==> src/rtl/meas_snapshot_latch.sv <==
module meas_snapshot_latch #(
  parameter int DW  = 16,
  parameter int NCH = 8
) (
  input  logic               clk,
  input  logic               rst_n,
  input  logic               wr_en,
  input  logic [2:0]         wr_addr,
  input  logic [7:0]         wr_data,
  input  logic [2:0]         rd_addr,
  output logic [7:0]         rd_data,
  input  logic [DW-1:0]      aux_live,
  input  logic [NCH*DW-1:0]  lpf_live,
  input  logic [NCH*DW-1:0]  hpf_live
);
  localparam int CW = $clog2(NCH);
  localparam logic [1:0] ST_IDLE = 2'd0, ST_CLR = 2'd1, ST_COPY = 2'd2, ST_SET = 2'd3;

  logic          byp_q, trig_q, trig_d, dt_q, sel_dt, rdy;
  logic [CW-1:0] ch_q, sel_ch;
  logic [1:0]    state;
  logic [DW-1:0] aux_hold, dc_hold;

  wire ctrl_wr = wr_en && (wr_addr == 3'd0);
  wire edge_go = trig_q && !trig_d && (state == ST_IDLE);

  wire [DW-1:0] cap_src  = sel_dt ? hpf_live[sel_ch*DW +: DW] : lpf_live[sel_ch*DW +: DW];
  wire [DW-1:0] live_src = dt_q   ? hpf_live[ch_q*DW +: DW]   : lpf_live[ch_q*DW +: DW];
  wire [DW-1:0] dc_rd    = byp_q ? live_src : dc_hold;

  always_ff @(posedge clk or negedge rst_n) begin
    if (!rst_n) begin
      byp_q <= 1'b0; trig_q <= 1'b0; dt_q <= 1'b0; ch_q <= '0;
      trig_d <= 1'b0;
    end else begin
      trig_d <= trig_q;
      if (ctrl_wr) begin
        byp_q  <= wr_data[7];
        trig_q <= wr_data[4];
        dt_q   <= wr_data[3];
        ch_q   <= wr_data[CW-1:0];
      end
    end
  end

  always_ff @(posedge clk or negedge rst_n) begin
    if (!rst_n) begin
      state <= ST_IDLE; rdy <= 1'b0; sel_ch <= '0; sel_dt <= 1'b0;
      aux_hold <= '0; dc_hold <= '0;
    end else begin
      case (state)
        ST_IDLE: if (edge_go) begin
          sel_ch <= ch_q;
          sel_dt <= dt_q;
          state  <= ST_CLR;
        end
        ST_CLR: begin
          rdy   <= 1'b0;
          state <= ST_COPY;
        end
        ST_COPY: begin
          aux_hold <= aux_live;
          dc_hold  <= cap_src;
          state    <= ST_SET;
        end
        default: begin
          rdy   <= 1'b1;
          state <= ST_IDLE;
        end
      endcase
    end
  end

  always_comb begin
    case (rd_addr)
      3'd0:    rd_data = {byp_q, rdy, rdy, trig_q, dt_q, ch_q};
      3'd1:    rd_data = aux_hold[DW-1 -: 8];
      3'd2:    rd_data = aux_hold[7:0];
      3'd3:    rd_data = dc_rd[DW-1 -: 8];
      3'd4:    rd_data = dc_rd[7:0];
      default: rd_data = 8'h00;
    endcase
  end
endmodule


==> config.mk <==
export PLATFORM = sky130hd
export DESIGN_NAME = meas_snapshot_latch
export DESIGN_NICKNAME = d
export VERILOG_FILES = /design/src/rtl/meas_snapshot_latch.sv
export SDC_FILE = /design/constraint.sdc
export NUM_CORES = 1
export LEC_CHECK = 0
export BUFFER_PORTS_ARGS = -buffer_cell sky130_fd_sc_hd__buf_4
export CORE_AREA = 2 2 117 119
export DETAILED_ROUTE_END_ITERATION = 6
export DIE_AREA = 0 0 119 121
export PLACE_DENSITY = 0.78
export SYNTH_ARGS = -nofsm -noshare
export SYNTH_HDL_FRONTEND = slang
export SYNTH_SLANG_ARGS = --single-unit
==> constraint.sdc <==
create_clock -name clk -period 4.2 [get_ports clk]
set_clock_uncertainty 0.2 [all_clocks]
set_input_delay 0.21 -clock clk [delete_from_list [all_inputs] [get_ports clk]]
set_output_delay 0.21 -clock clk [all_outputs]
set_load 0.02 [all_outputs]
==> flow_summary.ini <==
[run_status]
status = completed

[synthesis]
synth_top_cell_by_area = mux4_2
synth_top_area_share = 0.406
synthFlopType = dfrtp_1
syn_inst = 507
synth-async-reset-ratio = 1.00
syn_nets = 800
synth-edff-count = 0
synthTopCellsByArea = mux4_2 41%, dfrtp_1 18%, mux2_2 13%, mux2i_1 7.5%, nand2_1 2.0%
yosysMostFrequentCell = mux4_2
synth_common_cells = 113 x mux4_2, 71 x mux2_2, 47 x mux2i_1, 46 x dfrtp_1, 33 x nand2_1
mappedNetlistArea_mm2 = 0.00627
syn_area_per_cell_um2 = 12.4
ys_ff_latch = 46
ys_seq_area_frac = 0.184
ys_warn_count = 0
synth_cell_type_count = 40

[timing]
setup_violations = 0
fmax_mhz = 285
fin_crit_ns = 3.51
whs_ns = 0.138
rsz0062_at_grt = false
setup_tns_ns = 0
worst_pin_slew_ns = 1.16
min_period_over_period = 0.835
slew_viol_final = 0
relSlewSlack = 0.229
setup_ws_ns = 0.693
hold_violations = 0

[finish]
syn_to_final_growth_pct = 43.2
multi_input_area_mm2 = 0.00488
num-fill-cells = 975
fin_nets = 1083
seq_area_mm2 = 0.00116
fin_util = 0.686
layout-drive-gt1-share = 0.641

[critical_path]
worst_ep_arrival_time_ns = 3.10
path_common_cell = buf_4
r2r.worst_path.cells = 4
cp-endpoint = rd_data[7]
r2r_slack_ns = 1.27
crit_fanout = 49
cp.required_ns = 3.79
worst_setup_path_end_kind = primary output
crit_type = register to primary output
slowest_stage = dfrtp_4
r2r-start = sel_dt
start_kind = register
crit_start = ch_q[0]
cpPeakStageDelay_ns = 0.90
crit_chain = buf_4, mux4_2, mux2i_1, a31oi_1, or4_1, buf_4
reg2reg_to = dc_hold[9]

[clock_network]
cts_buffers = 5
clock-root-buffer = clkbuf_16
postCtsSetupBuffers = 0
clk_pin_slew_ns = 0.07
cts.path.max_buffers = 2
cts_tree = built
clk_latency_ns = 0.29
clock_sinks = 46
cts_max_level = 2

[detailed_routing]
routed_wirelength_um = 23900
drtPass1Iterations = 5
route.antenna.remaining_nets = 0
drc = 0
drtIter0Drc = 515
avgRoutedWirePerCell_um = 24.7
vias_per_cell = 6.55
vias = 6336

[pwr]
sw_frac_of_total = 0.394
seqPwrFrac = 0.257
p_sw_mw = 1.68
p_per_area_mw_per_mm2 = 475
clock_power_share = 0.097
p_comb_frac = 0.646
internal-power_mw = 2.58
peakVddDrop_uv = 290
power.leakage_nw = 3.79

[floorplanning]
die_x_um = 119
rows = 42
fp.dieH_um = 121
coreArea_mm2 = 0.0131
die_area_mm2 = 0.0144
io_pins = 297
start_util = 0.479

[placement]
hpwl_um = 17900
io_buffers = 294
post-place-ws_ns = 1.05
place_congestion = 0.924

[grt]
grt_use_met3 = 0.0498
grt_util_met2 = 0.587
grt_max_degree = 50
antenna_found_initial = 0
grt.met1_usage = 0.399
busiest_layer = met2
grt-ovfl-total = 0
grt_pass1_wl_um = 36800
grt_usage = 0.332
first_global_vias = 6883

[flow_run]
max_cap_violations = 0

[min_path]
min_path_type = input port to register
sequential cells by signal (all words and copies together), names as in the netlist:
register  flops
aux_hold     16
dt_q          1
trig_q        1
trig_d        1
byp_q         1
dc_hold      16
sel_dt        1
state         2
ch_q          3
rdy           1
sel_ch        3
per-layer routing:
metal  wire [µm]  vias up
li1            -     2690
met1        8430     3129
met2       12300      441
met3        2110       76
met4        1040        0
met5           0        -
cell families (layout without fill, tap and decap cells):
logic type,count (synthesis),after routing,share of synthesized area
compound gates,87,87,0.0973
fa+ha+maj,4,4,0.00798
buf+inv,58,342,0.0399
flops,46,46,0.184
mux,232,232,0.612
other cells,0,1,0
simple gates,80,80,0.0588
stage by stage:
stage / power, mW / instance area (µm²) / cells
finish: 4.26 / 8980 / 968
global route: 4.50 / 8980 / 967
CTS: 4.25 / 8970 / 967
detailed placement: 3.81 / 8590 / 936
global placement: 3.72 / 8590 / 936
floorplan: 3.00 / 6270 / 507
cells in the final DEF, fill, tap and decap left out, types with 2 or more instances in the layout:
cell	instances
a21oi_1	5
a221o_1	2
a221oi_1	2
a22o_1	12
a22oi_1	7
a31oi_1	2
a32oi_1	5
buf_4	306
clkbuf_16	5
dfrtp_1	41
dfrtp_2	3
dfrtp_4	2
dlygate4sd3_1	23
ha_1	3
inv_1	3
mux2_2	71
mux2i_1	47
mux4_2	113
nand2_1	33
nand2b_1	8
nand3_1	3
nand3b_1	2
nor2_1	20
nor2b_1	5
nor3_1	2
o21a_1	6
o21ai_0	21
o221ai_1	6
o22ai_1	16
area by class of cell:
cell class              count  share of cell area
diodes                      1            0.000279
clock buffers               5              0.0139
clock inverters             3             0.00320
inverters                   4             0.00167
multi-input cells         403               0.543
flip-flops and latches     46               0.129
well taps                 176              0.0245
repair buffers            330               0.284
worst min-delay path by stage:
stage	cells after the start	slack, ns	startpoint	end
after CTS	3	0.19	wr_addr[1]	ch_q[2]
after floorplan	0	-0.29	rst_n	aux_hold[0]
final	3	0.14	wr_addr[1]	ch_q[2]
after detailed placement	1	0.05	rst_n	dc_hold[14]
after global placement	1	0.05	rst_n	dc_hold[14]
after global routing	3	0.15	wr_addr[1]	trig_q
repair_timing:
| action | CTS | global route |
|---|---|---|
| endpoints found under the hold margin | 68 | 0 |
| hold buffers | 23 | 0 |
| gates resized for setup | 0 | 0 |
| setup endpoints to repair | 0 | 0 |
worst max-delay path: cells and delay by family (launching register included):
family / cells / cell delay [ns]
DFF: 1 / 0.90
and+or+nand+nor: 1 / 0.53
AOI/OAI and AO/OA: 1 / 0.09
buffers and inverters: 2 / 0.67
muxes: 2 / 0.55
power by group through the flow:
| stage | Combinational, mW | Clock [mW] | Sequential (mW) |
|---|---|---|---|
| after floorplan | 2.27 | 0 | 0.737 |
| after global placement | 2.64 | 0 | 1.08 |
| after detailed placement | 2.70 | 0 | 1.10 |
| after CTS | 2.74 | 0.417 | 1.09 |
| after global routing | 2.92 | 0.437 | 1.15 |
| final | 2.75 | 0.413 | 1.10 |
Note: power is estimated with default switching activity, not from simulation.
